`config.mk`:
```
export PLATFORM = sky130hd
export DESIGN_NAME = bkpt_unit
export DESIGN_NICKNAME = d
export VERILOG_FILES = /design/src/rtl/bkpt_pkg.sv /design/src/rtl/bkpt_cmp.sv /design/src/rtl/bkpt_regs.sv /design/src/rtl/bkpt_route.sv /design/src/rtl/bkpt_status.sv /design/src/rtl/bkpt_unit.sv
export SDC_FILE = /design/constraint.sdc
export NUM_CORES = 1
export LEC_CHECK = 0
export ABC_AREA = 1
export ABC_CLOCK_PERIOD_IN_PS = 1400
export BUFFER_PORTS_ARGS = -buffer_cell sky130_fd_sc_hd__buf_2
export CAP_MARGIN = 20
export CORE_ASPECT_RATIO = 1.2
export CORE_MARGIN = 3
export CORE_UTILIZATION = 51
export DETAILED_ROUTE_END_ITERATION = 16
export GPL_ROUTABILITY_DRIVEN = 0
export PLACE_DENSITY = 0.76
export SLEW_MARGIN = 10
export SYNTH_ARGS = -nofsm -noshare
export SYNTH_HDL_FRONTEND = slang
export SYNTH_SLANG_ARGS = --single-unit
```
`constraint.sdc`:
```
create_clock -name clk -period 1.4 [get_ports clk]
set_clock_uncertainty 0.1 [all_clocks]
set_input_delay 0.35 -clock clk [delete_from_list [all_inputs] [get_ports clk]]
set_output_delay 0.35 -clock clk [all_outputs]
set_load 0.05 [all_outputs]
```
`src/rtl/bkpt_pkg.sv`:
```
package bkpt_pkg;
  typedef enum logic [1:0] {
    MODE_SPLIT  = 2'd0,
    MODE_PRANGE = 2'd1,
    MODE_DRANGE = 2'd2,
    MODE_ALT    = 2'd3
  } bk_mode_e;

  localparam int NSLOT = 4;
  localparam int RA_W  = 3;

  localparam logic [RA_W-1:0] RA_PV0  = 3'd0;
  localparam logic [RA_W-1:0] RA_PV1  = 3'd1;
  localparam logic [RA_W-1:0] RA_SV0  = 3'd2;
  localparam logic [RA_W-1:0] RA_SV1  = 3'd3;
  localparam logic [RA_W-1:0] RA_CTRL = 3'd4;
  localparam logic [RA_W-1:0] RA_STAT = 3'd5;
endpackage

```
`src/rtl/bkpt_cmp.sv`:
```
module bkpt_cmp #(
  parameter int W = 16
) (
  input  logic [W-1:0] addr,
  input  logic [W-1:0] value,
  input  logic [W-1:0] mask,
  output logic         hit
);
  // A mask bit of 1 makes that address bit take part in the compare
  assign hit = (((addr ^ value) & mask) == '0);
endmodule

```
`src/rtl/bkpt_regs.sv`:
```
module bkpt_regs
  import bkpt_pkg::*;
#(
  parameter int PC_W = 13,
  parameter int DA_W = 16
) (
  input  logic                       clk,
  input  logic                       rst,
  input  logic                       wr_en,
  input  logic [RA_W-1:0]            wr_addr,
  input  logic [DA_W-1:0]            wr_data,
  output logic [1:0][PC_W-1:0]       pval,
  output logic [1:0][DA_W-1:0]       sval,
  output logic [NSLOT-1:0]           en,
  output bk_mode_e                   mode,
  output logic [NSLOT-1:0]           clr_mask
);
  for (genvar g = 0; g < 2; g++) begin : g_pv
    always_ff @(posedge clk) begin
      if (rst)
        pval[g] <= '0;
      else if (wr_en && wr_addr == (RA_PV0 + RA_W'(g)))
        pval[g] <= wr_data[PC_W-1:0];
    end

    always_ff @(posedge clk) begin
      if (rst)
        sval[g] <= '0;
      else if (wr_en && wr_addr == (RA_SV0 + RA_W'(g)))
        sval[g] <= wr_data;
    end
  end

  always_ff @(posedge clk) begin
    if (rst) begin
      en   <= '0;
      mode <= MODE_SPLIT;
    end else if (wr_en && wr_addr == RA_CTRL) begin
      en   <= wr_data[NSLOT-1:0];
      mode <= bk_mode_e'(wr_data[NSLOT+1:NSLOT]);
    end
  end

  assign clr_mask = (wr_en && wr_addr == RA_STAT) ? wr_data[NSLOT-1:0] : '0;
endmodule

```
`src/rtl/bkpt_route.sv`:
```
module bkpt_route
  import bkpt_pkg::*;
#(
  parameter int PC_W = 13,
  parameter int DA_W = 16
) (
  input  logic                 fetch_valid,
  input  logic [PC_W-1:0]      fetch_addr,
  input  logic                 dmem_acc,
  input  logic [DA_W-1:0]      dmem_addr,
  input  logic [1:0][PC_W-1:0] pval,
  input  logic [1:0][DA_W-1:0] sval,
  input  logic [NSLOT-1:0]     en,
  input  bk_mode_e             mode,
  output logic [NSLOT-1:0]     raw_hit
);
  localparam logic [PC_W-1:0] P_ALL = {PC_W{1'b1}};
  localparam logic [DA_W-1:0] D_ALL = {DA_W{1'b1}};

  logic [1:0] p_eq;
  logic [1:0] d_eq;
  logic       p_rng;
  logic       d_rng;

  for (genvar g = 0; g < 2; g++) begin : g_cmp
    bkpt_cmp #(.W(PC_W)) u_p (
      .addr(fetch_addr), .value(pval[g]), .mask(P_ALL), .hit(p_eq[g])
    );
    bkpt_cmp #(.W(DA_W)) u_d (
      .addr(dmem_addr), .value(sval[g]), .mask(D_ALL), .hit(d_eq[g])
    );
  end

  bkpt_cmp #(.W(PC_W)) u_prng (
    .addr(fetch_addr), .value(sval[0][PC_W-1:0]), .mask(sval[1][PC_W-1:0]), .hit(p_rng)
  );
  bkpt_cmp #(.W(DA_W)) u_drng (
    .addr(dmem_addr), .value(sval[0]), .mask(sval[1]), .hit(d_rng)
  );

  always_comb begin
    raw_hit[0] = fetch_valid & en[0] & p_eq[0];
    raw_hit[1] = fetch_valid & en[1] & p_eq[1];
    case (mode)
      MODE_PRANGE: begin
        raw_hit[2] = fetch_valid & en[2] & p_rng;
        raw_hit[3] = 1'b0;
      end
      MODE_DRANGE: begin
        raw_hit[2] = dmem_acc & en[2] & d_rng;
        raw_hit[3] = 1'b0;
      end
      default: begin
        raw_hit[2] = dmem_acc & en[2] & d_eq[0];
        raw_hit[3] = dmem_acc & en[3] & d_eq[1];
      end
    endcase
  end
endmodule

```
`src/rtl/bkpt_status.sv`:
```
module bkpt_status
  import bkpt_pkg::*;
(
  input  logic             clk,
  input  logic             rst,
  input  logic [NSLOT-1:0] raw_hit,
  input  logic             gate_open,
  input  logic [NSLOT-1:0] clr_mask,
  output logic [NSLOT-1:0] status,
  output logic             halt
);
  logic [NSLOT-1:0] stat_nxt;

  // New hits win over a clear of the same bit
  assign stat_nxt = (status & ~clr_mask) | (gate_open ? raw_hit : '0);

  always_ff @(posedge clk) begin
    if (rst) begin
      status <= '0;
      halt   <= 1'b0;
    end else begin
      status <= stat_nxt;
      halt   <= |stat_nxt;
    end
  end
endmodule

```
`src/rtl/bkpt_unit.sv`:
```
module bkpt_unit
  import bkpt_pkg::*;
#(
  parameter int PC_W   = 13,
  parameter int DA_W   = 16,
  parameter int LOCK_W = 2
) (
  input  logic              clk,
  input  logic              rst,
  input  logic              fetch_valid,
  input  logic [PC_W-1:0]   fetch_addr,
  input  logic              dmem_rd,
  input  logic              dmem_wr,
  input  logic [DA_W-1:0]   dmem_addr,
  input  logic              dbg_en,
  input  logic              jtag_en,
  input  logic [LOCK_W-1:0] lock_bits,
  input  logic              wr_en,
  input  logic [2:0]        wr_addr,
  input  logic [DA_W-1:0]   wr_data,
  output logic [3:0]        hit_status,
  output logic              halt_req
);
  logic [1:0][PC_W-1:0] pval;
  logic [1:0][DA_W-1:0] sval;
  logic [NSLOT-1:0]     en;
  bk_mode_e             mode;
  logic [NSLOT-1:0]     clr_mask;
  logic [NSLOT-1:0]     raw_hit;
  logic                 gate_open;

  assign gate_open = dbg_en & jtag_en & ~(|lock_bits);

  bkpt_regs #(.PC_W(PC_W), .DA_W(DA_W)) u_regs (
    .clk(clk), .rst(rst), .wr_en(wr_en), .wr_addr(wr_addr), .wr_data(wr_data),
    .pval(pval), .sval(sval), .en(en), .mode(mode), .clr_mask(clr_mask)
  );

  bkpt_route #(.PC_W(PC_W), .DA_W(DA_W)) u_route (
    .fetch_valid(fetch_valid), .fetch_addr(fetch_addr),
    .dmem_acc(dmem_rd | dmem_wr), .dmem_addr(dmem_addr),
    .pval(pval), .sval(sval), .en(en), .mode(mode), .raw_hit(raw_hit)
  );

  bkpt_status u_stat (
    .clk(clk), .rst(rst), .raw_hit(raw_hit), .gate_open(gate_open),
    .clr_mask(clr_mask), .status(hit_status), .halt(halt_req)
  );
endmodule

```
==> metrics.md, run 1 <==
| Metric | Value |
|---|---|
| Layout area overhead | `27.83%` |
| CTS tree | `yes` |
| Worst-case reg-to-reg path depth | `14` |
| Pins Over Slew Limit | `0` |
| Post-DRT Antenna Nets | `0` |
| Cell count after placement | `765` |
| Syn Nets | `639` |
| Violation count after the first detailed-route iteration | `439` |
| IO Count | `63` |
| Leakage | `2.238 nW` |
| Primary FF master, synth | `dfxtp_1` |
| Via/cell ratio | `5.334` |
| Hpwl dp | `8427 um` |
| Register Area | `1391 sq um` |
| Setup Slack @ Placement | `-0.2849 ns` |
| Core ar. | `6937 sq um` |
| Tcrit/Tclk final | `118.2%` |
| Slew @ Worst Pin | `0.3365 ns` |
| CP arrival | `1.85 ns` |
| Critical Path Slowest Stage Cell | `dfxtp_2` |
| I/O Buffers | `62` |
| RSZ-0062 raised after global routing | `yes` |
| Area contributors post-synth | `dfxtp_1, nand2_1, o21ai_0, a21oi_1, inv_1` |
| Largest net degree at the start of global routing | `40` |
| Drt total wl | `11,310 um` |
| Die Y | `99.54 um` |
| Worst Path Buf+Inv | `2` |
| Fin nets | `751` |
| Routed length per instance | `14.48 um` |
| First-pass GRT wire length | `17,920 um` |
| Hold Path Class | `input port to flip-flop` |
| Hold path depth | `2` |
| Post-synth top cells | `nand2_1, inv_1, o21ai_0` |
| Critical path depth | `14` |
| Share of flip-flops with an asynchronous set or reset | `0%` |
| Via Count | `4,166` |
| Initial Utilization | `53.61%` |
| Crit path time final | `1.654 ns` |
| CP Data Required Time | `1.59 ns` |
| Achievable clock frequency | `0.6044 GHz` |
| Max incr delay on CP | `0.34 ns` |
| Layout cells sized above 1 | `25.07%` |
| Post-synthesis sequential area ratio | `37.15%` |
| Fill cells | `598` |
| Synth Instances | `579` |
| Cell Area, Synth | `3719 sq um` |
| Worst setup margin | `-0.2544 ns` |
| GRT Util Overall | `27.00%` |
| Syn_area_per_cell | `6.422 sq um` |
| Vias in the first global route | `3,842` |
| Worst Setup End Kind | `flip-flop` |
| Final setup fails | `4` |
| Clock transition at path regs | `0.07 ns` |
| TNS Setup | `-0.6769 ns` |
| Top Family by Delay on Critical Path | `simple AND/OR/NAND/NOR gates` |
| Area leader, netlist | `dfxtp_1` |
| # clock sinks | `69` |
| Hold-fix buffers at CTS | `0` |
| Final hold violations | `0` |
| H-tree depth | `3` |
| Top-count cell post-synth | `nand2_1` |
| Layout Cells excl Fill | `781` |
| Area occupied by multi-input gates | `1967 sq um` |
| DRC viols | `0` |
| Synth Register Bits | `69` |
| Total CTS buffers | `9` |
| Max-cap viol count | `0` |
| Worst-path fanout max | `2` |
| Floorplan row count | `33` |
| Skew-Pair Late Insertion Delay | `0.35 ns` |
| Distinct cells, synth | `28` |
| First-pass DRT Iterations | `5` |
| Power per cell area | `892.9 nW/um^2` |
| Slew HR | `77.50%` |
| Maximum clock path buffer count | `2` |
| Grt ovf | `0` |
| Violations in the final reports | `negative setup slack` |
| Status | `finished with violations` |
| Synth Warn # | `0` |
| Critical Setup Path Class | `flip-flop to flip-flop` |
| Share of the synthesized area in the top cell type | `37.15%` |
| Die area | `8356 sq um` |
| Maximum vdd ir drop | `725.2 uV` |
| CP cell instances | `inv_2 -> ha_4 -> inv_2 -> nor2_1 -> nand2_1 -> nor2_1 -> nand3_1 -> o21ai_2 -> nand2_1 -> nand2_1 -> nand2_1 -> nand2_1 -> nand2_1 -> nand2_1` |
| Post-synth EDFFs | `0` |
| Initial antenna violation count | `0` |
| Die width | `83.95 um` |
| Root buffer cell | `clkbuf_8` |
| Antenna Cells | `0` |
| Most used cell, CP | `nand2_1` |
| Setup crit start kind | `flip-flop` |
cell usage in the layout, fill, tap and decap left out, drive strengths merged, types with 10 or more instances in the layout:
cell type	count
nand2	129
clkbuf	12
xnor2	12
o21ai	85
inv	91
nor2	53
buf	118
nand3	18
dfxtp	69
a21oi	69
nand4	10
worst register-to-register path, delay by kind of cell, from the launching register on:
kind / cells / cell delay, ns
DFF: 1 / 0.34
and+or+nand+nor: 10 / 0.72
buffers and inverters: 2 / 0.08
adders and majority gates: 1 / 0.26
AOI/OAI and AO/OA: 1 / 0.10
through the flow:
stage | power, mW | utilization (%) | hold slack, ns | instance area [sq um]
2_1_floorplan | 2.451 | - | 0.3390 | 3732
3_3_place_gp | 2.758 | 65.17 | 0.3529 | 4521
3_5_place_dp | 2.777 | 65.17 | 0.3653 | 4521
4_1_cts | 4.215 | 68.06 | 0.09560 | 4721
5_1_grt | 4.405 | 68.52 | 0.1032 | 4753
6_report | 4.244 | 68.52 | 0.1029 | 4753
cell families after synthesis:
| kind of cell | synth area share, % |
|---|---|
| fa+ha+maj | 0.6728 |
| xor+xnor | 3.768 |
| simple gates | 25.14 |
| compound gates | 22.11 |
| buf+inv | 11.17 |
| flops | 37.15 |
where the power goes:
group | switching (mW) | total (mW) | leakage (nW) | internal, mW
Combinational | 0.392 | 0.685 | 1.59 | 0.293
Sequential | 0.0472 | 2.08 | 0.564 | 2.03
Clock | 0.767 | 1.48 | 0.0881 | 0.716
final timing paths:
path | from | endpoint | slack, ns
worst min-delay path | rst | u_stat.status[3] | 0.10
worst max register to register | u_regs.mode[0] | u_stat.halt | -0.25
worst max-delay path | u_regs.mode[0] | u_stat.halt | -0.25
worst min register to register | u_regs.sval[29] | u_regs.sval[29] | 0.37
final cells by class:
| cell class | count | share of cell area (%) |
|---|---|---|
| multi-input combinational | 402 | 41.38 |
| sequential | 69 | 29.27 |
| timing repair buffer | 118 | 16.40 |
| inverter | 91 | 7.186 |
| clock buffer | 12 | 3.264 |
| tap | 87 | 2.290 |
| clock inverter | 2 | 0.2106 |
per-layer routing:
| metal | up-vias | wire length [um] | global-route usage [%] |
|---|---|---|---|
| met5 | - | 0 | 0 |
| met2 | 151 | 5405 | 46.17 |
| li1 | 2090 | - | - |
| met4 | 0 | 387 | 13.24 |
| met3 | 29 | 664 | 4.557 |
| met1 | 1896 | 4848 | 32.85 |
registers in the layout (all words and copies together), names as in the netlist:
signal / flops
u_stat.halt: 1
u_stat.status: 4
u_regs.sval: 32
u_regs.en: 4
u_regs.pval: 26
u_regs.mode: 2
repair_timing:
action,CTS,global route
gates resized for setup,6,18
buffers inserted,2,1
endpoints found under the setup margin,8,6
gates cloned,0,0
pin swaps,11,11
(Power assumes the default switching activity.)
==> run 2, diff against run 1 <==
ABC_AREA = unset   (was 1)
CORE_UTILIZATION = 50   (was 51)
==> run 2 against run 1 <==
Compared with the run above:
- the run still ends with negative setup slack left
- critical path depth down 6
- global-route usage up 1.9 points
- register-to-register slack about the same
- sequential share of layout area up 1.2 points
- power up 0.31%
- core utilization up 1.3 points
- wire length down 4.1%
- via count down 17%
- clock power up 12%
- area after synthesis down 8.2%
- critical path type unchanged
- critical endpoint unchanged
- largest cell class unchanged
==> metrics.md, run 2 <==
| Metric | Value |
|---|---|
| CP arrival | `1.84 ns (about the same)` |
| Skew-Pair Late Insertion Delay | `0.36 ns (about the same)` |
| Total chip power | `4.257 mW (+0.31%)` |
| First-pass GRT wire length | `16,660 um (-7.0%)` |
| Largest net degree at the start of global routing | `50 (+25%)` |
| Most frequent cells in the layout | `nand2_1, dfxtp_1, a21oi_1, buf_2` |
| Slew HR | `73.17% (-4.3 points)` |
| Worst-path fanout max | `2 (unchanged)` |
| Maximum clock path buffer count | `2 (unchanged)` |
| Synth Register Bits | `69 (unchanged)` |
| Violation count after the first detailed-route iteration | `333 (-24%)` |
| Top flop regs | `u_regs.sval (32), u_regs.pval (26)` |
| Syn Nets | `494 (-23%)` |
| Setup crit start kind | `flip-flop` |
| Die Y | `96.51 um (-3.0%)` |
| Achievable clock frequency | `0.6096 GHz (+0.85%)` |
| Vias in the first global route | `3,395 (-12%)` |
| Root buffer cell | `clkbuf_8` |
| Initial antenna violation count | `0 (unchanged)` |
| Tcrit/Tclk final | `117.2% (-0.99 points)` |
| CP Data Required Time | `1.60 ns (about the same)` |
| Post-DRT Antenna Nets | `0 (unchanged)` |
| Area occupied by multi-input gates | `2047 sq um (+4.1%)` |
| Drt total wl | `10,840 um (-4.1%)` |
| Pins Over Slew Limit | `0 (unchanged)` |
| Setup Slack @ Placement | `-0.3481 ns (-0.06322 ns)` |
| Distinct cells, synth | `34 (+21%)` |
| Critical Setup Path Class | `flip-flop to flip-flop` |
| Hpwl dp | `7713 um (-8.5%)` |
| Synth Warn # | `0 (unchanged)` |
| Top-count cell post-synth | `nand2_1` |
| Via/cell ratio | `5.506 (+3.2%)` |
| Total CTS buffers | `9 (unchanged)` |
| Final hold violations | `0 (unchanged)` |
| Core ar. | `6526 sq um (-5.9%)` |
| Cell Area, Synth | `3413 sq um (-8.2%)` |
| Worst Setup End Kind | `flip-flop` |
| IO Count | `63 (unchanged)` |
| Final setup fails | `4 (unchanged)` |
| Hold slack | `0.1431 ns (+0.04027 ns)` |
| Layout cells sized above 1 | `27.71% (+2.6 points)` |
| Worst setup margin | `-0.2405 ns (+0.01391 ns)` |
| DRC viols | `0 (unchanged)` |
| Grt ovf | `0 (unchanged)` |
| Largest register FFs | `32 (unchanged)` |
| Area leader, netlist | `dfxtp_1` |
| First-pass DRT Iterations | `7 (+2)` |
| Register Area | `1386 sq um (-0.36%)` |
| Syn_area_per_cell | `7.865 sq um (+22%)` |
| Fill cells | `495 (-17%)` |
| Core Util, Final | `69.82% (+1.3 points)` |
| Worst R2R Setup Slack | `-0.24 ns (about the same)` |
| Fin nets | `601 (-20%)` |
| Post-synth top cells | `nand2_1, dfxtp_1, a21oi_1` |
| Crit path time final | `1.640 ns (-0.01391 ns)` |
| Max-cap viol count | `0 (unchanged)` |
| Hold Path Class | `input port to flip-flop` |
| Violations in the final reports | `negative setup slack` |
| Largest Register | `u_regs.sval` |
| RSZ-0062 raised after global routing | `yes` |
| Power per cell area | `934.3 nW/um^2 (+4.6%)` |
| GRT Util Overall | `28.87% (+1.9 points)` |
| Most common cell after layout, fill and taps aside | `nand2_1` |
| Die width | `81.43 um (-3.0%)` |
| Status | `finished with violations` |
| Post-synthesis sequential area ratio | `40.47% (+3.3 points)` |
| Leakage | `1.885 nW (-16%)` |
| Antenna Cells | `0 (unchanged)` |
| Initial Utilization | `52.30% (-1.3 points)` |
| Floorplan row count | `32 (-3.0%)` |
| Via Count | `3,469 (-17%)` |
| Clock transition at path regs | `0.07 ns (about the same)` |
| # clock sinks | `69 (unchanged)` |
| Share of flip-flops with an asynchronous set or reset | `0% (unchanged)` |
| Layout Cells excl Fill | `630 (-19%)` |
| Primary FF master, synth | `dfxtp_1` |
| Area contributors post-synth | `dfxtp_1, nand2_1, xor2_1, a21oi_1, xnor2_1` |
| H-tree depth | `3 (unchanged)` |
| Routed length per instance | `17.21 um (+19%)` |
| Synth Instances | `434 (-25%)` |
| Die area | `7858 sq um (-6.0%)` |
| Layout area overhead | `33.50%` |
| Cell count after placement | `612 (-20%)` |
| Maximum vdd ir drop | `757.2 uV (+4.4%)` |
| Post-synth EDFFs | `0 (unchanged)` |
| Share of the synthesized area in the top cell type | `40.47% (+3.3 points)` |
| CTS tree | `yes` |
| I/O Buffers | `62 (unchanged)` |
| Slew @ Worst Pin | `0.4010 ns (+0.06454 ns)` |
[run 2: changes by cell type in the layout (fill, tap and decap cells not counted), moves of 13 or more]
cell and change:
xor2_1 +46, inv_1 -74, a22oi_1 +14, o21ai_0 -82, nor2_1 -30, inv_2 -13
[run 2: report_power, final]
| part | total [mW] | internal, mW | switching, mW |
|---|---|---|---|
| Clock | 1.66 | 0.903 | 0.756 |
| Combinational | 0.563 | 0.250 | 0.313 |
| Sequential | 2.03 | 2.00 | 0.0334 |
[run 2: metrics by stage]
| step | instance area (sq um) | setup TNS [ns] |
|---|---|---|
| 2_1_floorplan | 3445 | -0.7727 |
| 3_3_place_gp | 4212 | -3.807 |
| 3_5_place_dp | 4212 | -5.264 |
| 4_1_cts | 4531 | -0.5868 |
| 5_1_grt | 4557 | -0.7711 |
| 6_report | 4557 | -0.5987 |
[run 2: critical path, stage by stage, from the launching register on]
cell	delay, ns
dfxtp_2	0.34
inv_2	0.05
ha_4	0.22
nand4b_1	0.24
a21oi_1	0.16
nand3_1	0.10
o22ai_2	0.16
nand2_1	0.11
nand3_1	0.10
[run 2: worst paths after layout]
kind,to,start,cells past startpoint
worst min-delay path,u_regs.sval[31],wr_data[15],3
worst min register to register,u_regs.pval[5],u_regs.pval[5],2
worst max-delay path,u_stat.halt,u_regs.mode[0],8
worst max register to register,u_stat.halt,u_regs.mode[0],8
[run 2: layer usage]
metal	track usage, %	part of all wire, %	up-vias
met1	34.34	39	1579
met5	0	0	-
met4	18.31	5.0	0
li1	-	-	1671
met3	5.566	7.4	45
met2	47.35	48	174
[run 2: final cells by class]
class / count / share of cell area (%)
inverters: 4 / 0.3295
repair buffers: 115 / 17.63
multi-input cells: 342 / 44.92
well taps: 85 / 2.334
clock inverters: 4 / 1.043
clock buffers: 11 / 3.322
flip-flops and latches: 69 / 30.42
[run 2: logic make-up (layout without fill, tap and decap cells)]
logic type                 Yosys count  after routing  synth area share, %
DFF                                 69             69                40.47
muxes                                4              4                1.173
xor gates and xnor gates            71             71                18.22
and+or+nand+nor                    181            181                22.95
AOI/OAI and AO/OA                   84             84                13.75
adders and majority gates            2              2               0.7330
buffers and inverters               23            134                2.712
[run 2: timing repair]
item,in CTS,in global routing
cloned,0,0
hold buffers,0,0
endpoints found under the setup margin,9,6
pin swaps,10,7
resized for setup,23,6
buffers inserted,3,0
==> run 3, diff against run 2 <==
PLACE_DENSITY = unset   (was 0.76)
PLACE_DENSITY_LB_ADDON = 0.1   (was unset)
==> run 3 against run 2 <==
Compared with the run above:
- the run still ends with negative setup slack left
- sequential cell count unchanged
- cell count up 1.7%
- sequential share of layout area down 0.67 points
- core utilization up 1.6 points
- non-clock buffer count up 10
- power about the same
- hold slack better by 0.0093 ns
- final area up 2.3%
- wire length up 0.70%
- critical path depth unchanged
==> metrics.md, run 3 (synthesis results as in run 2) <==
| Metric | Value |
|---|---|
| Via/cell ratio | `5.406 (-1.8%)` |
| GRT Util Overall | `29.11% (+0.24 points)` |
| RSZ-0062 raised after global routing | `yes` |
| Leakage | `1.932 nW (+2.5%)` |
| Routed length per instance | `17.03 um (-1.0%)` |
| Switching Fraction | `26.21% (+0.31 points)` |
| Fin nets | `611 (+1.7%)` |
| Final hold violations | `0 (unchanged)` |
| Tcrit/Tclk final | `119.1% (+1.9 points)` |
| Most frequent cells in the layout | `nand2_1, dfxtp_1, a21oi_1, buf_4, buf_2` |
| Clock transition at path regs | `0.08 ns (about the same)` |
| First-pass DRT Iterations | `5 (-2)` |
| Sequential power share | `47.7% (about the same)` |
| Die Y | `96.51 um (unchanged)` |
| Slew HR | `71.77% (-1.4 points)` |
| Vias in the first global route | `3,363 (-0.94%)` |
| Critical Path Slowest Stage Cell | `dfxtp_2` |
| Layout cells sized above 1 | `29.68% (+2.0 points)` |
| Fill cells | `539 (+8.9%)` |
| Skew-Pair Late Insertion Delay | `0.35 ns (about the same)` |
| Drt total wl | `10,920 um (+0.70%)` |
| Pins Over Slew Limit | `0 (unchanged)` |
| Achievable clock frequency | `0.5997 GHz (-1.6%)` |
| Crit path launch | `u_regs.mode[0]` |
| Core ar. | `6526 sq um (unchanged)` |
| Max incr delay on CP | `0.34 ns (about the same)` |
| Setup Slack @ Placement | `-0.3678 ns (-0.01965 ns)` |
| Pint | `3.141 mW (-0.43%)` |
| Total chip power | `4.257 mW (about the same)` |
| # clock sinks | `69 (unchanged)` |
| Via Count | `3,465 (-0.12%)` |
| First-pass GRT wire length | `16,820 um (+0.91%)` |
| Hold slack | `0.1524 ns (+0.009255 ns)` |
| Die width | `81.43 um (unchanged)` |
| Critical Setup Path Class | `flip-flop to flip-flop` |
| Post-DRT Antenna Nets | `0 (unchanged)` |
| Reg2reg start | `u_regs.mode[0]` |
| Worst-path fanout max | `2 (unchanged)` |
| Top flop regs | `u_regs.sval (32), u_regs.pval (26)` |
| Largest net degree at the start of global routing | `46 (-8.0%)` |
| Grt ovf | `0 (unchanged)` |
| IO Count | `63 (unchanged)` |
| H-tree depth | `3 (unchanged)` |
| Status | `finished with violations` |
| CTS tree | `yes` |
| Slew @ Worst Pin | `0.4220 ns (+0.02103 ns)` |
| Initial Utilization | `52.30% (unchanged)` |
| Core Util, Final | `71.40% (+1.6 points)` |
| Initial antenna violation count | `0 (unchanged)` |
| Layout area overhead | `36.51%` |
| Floorplan row count | `32 (unchanged)` |
| Worst setup margin | `-0.2675 ns (-0.02700 ns)` |
| Die area | `7858 sq um (unchanged)` |
| Most common cell after layout, fill and taps aside | `nand2_1` |
| Cell count after placement | `623 (+1.8%)` |
| Maximum clock path buffer count | `2 (unchanged)` |
| Total CTS buffers | `9 (unchanged)` |
| Largest register FFs | `32 (unchanged)` |
| CP Data Required Time | `1.59 ns (about the same)` |
| CP arrival | `1.86 ns (+0.02 ns)` |
| Max-cap viol count | `0 (unchanged)` |
| Largest Register | `u_regs.sval` |
| Maximum vdd ir drop | `849.3 uV (+12%)` |
| Most used cell, CP | `nand3_1` |
| Antenna Cells | `0 (unchanged)` |
| Crit path time final | `1.667 ns (+0.02700 ns)` |
| Violations in the final reports | `negative setup slack` |
| Worst Setup End Kind | `flip-flop` |
| Power per cell area | `913.6 nW/um^2 (-2.2%)` |
| Root buffer cell | `clkbuf_8` |
| I/O Buffers | `62 (unchanged)` |
| Final setup fails | `3 (-1)` |
| CP cell instances | `inv_2 -> ha_4 -> nand4b_1 -> a21oi_2 -> nand3_1 -> o22ai_1 -> nand2_1 -> nand3_1` |
| Power share of the combinational group | `14.0% (+0.8 points)` |
| Setup crit start kind | `flip-flop` |
| Layout Cells excl Fill | `641 (+1.7%)` |
| HP Start | `wr_data[15]` |
| Violation count after the first detailed-route iteration | `224 (-33%)` |
| Hpwl dp | `8021 um (+4.0%)` |
| Clock share of power | `38.2% (-0.8 points)` |
| Switching pwr | `1.116 mW (+1.2%)` |
| Hold Path Class | `input port to flip-flop` |
| DRC viols | `0 (unchanged)` |
==> run 3: area by class of cell <==
class	count	area (sq um)	area share, %
Sequential cell	69	1386	29.75
Inverter	4	15.01	0.3222
Clock buffer	12	145.1	3.115
Tap cell	85	106.4	2.282
Clock inverter	4	47.55	1.020
Timing Repair Buffer	125	884.6	18.98
Multi-Input combinational cell	342	2074	44.52
==> run 3: worst max-delay path: cells and delay by family, from the launching register on <==
kind / cells / cell delay (ns)
adder cells (fa/ha/maj): 1 / 0.24
buffers and inverters: 1 / 0.05
flip-flops: 1 / 0.34
AO/OA/AOI/OAI: 2 / 0.34
AND/OR/NAND/NOR: 4 / 0.53
==> run 3: power groups by stage <==
stage	combinational (mW)	sequential [mW]	clock, mW
2_1_floorplan	0.238	2.07	0
3_3_place_gp	0.551	2.07	0
3_5_place_dp	0.560	2.08	0
4_1_cts	0.578	2.03	1.64
5_1_grt	0.647	2.04	1.73
6_report	0.598	2.03	1.63
==> run 3: path summary, 6_finish.rpt <==
| path | slack (ns) | endpoint | cells after the start |
|---|---|---|---|
| hold reg to reg | 0.37 | u_regs.pval[16] | 2 |
| setup reg to reg | -0.27 | u_stat.halt | 8 |
| hold / removal | 0.15 | u_regs.sval[31] | 3 |
| setup / recovery | -0.27 | u_stat.halt | 8 |
==> run 3: repair_timing <==
action / CTS / global route
hold buffers: 0 / 0
hold endpoints to repair: 0 / 0
endpoints found under the setup margin: 8 / 6
setup buffers: 2 / 0
pin swaps: 11 / 9
gates resized for setup: 15 / 16
==> run 3: metal layers <==
layer  up-vias  track usage (%)  part of all wire (%)
met5         -                0                     0
met4         0            16.90                   3.5
met3        30            5.195                   5.5
met2       144            46.67                    47
met1      1604            36.44                    44
li1       1687                -                     -
==> run 3: through the flow <==
step           area (sq um)  TNS, ns
3_3_place_gp           4307   -4.978
6_report               4659  -0.5781
3_5_place_dp           4307   -6.119
5_1_grt                4659  -0.9201
4_1_cts                4582  -0.5431
2_1_floorplan          3445  -0.7727
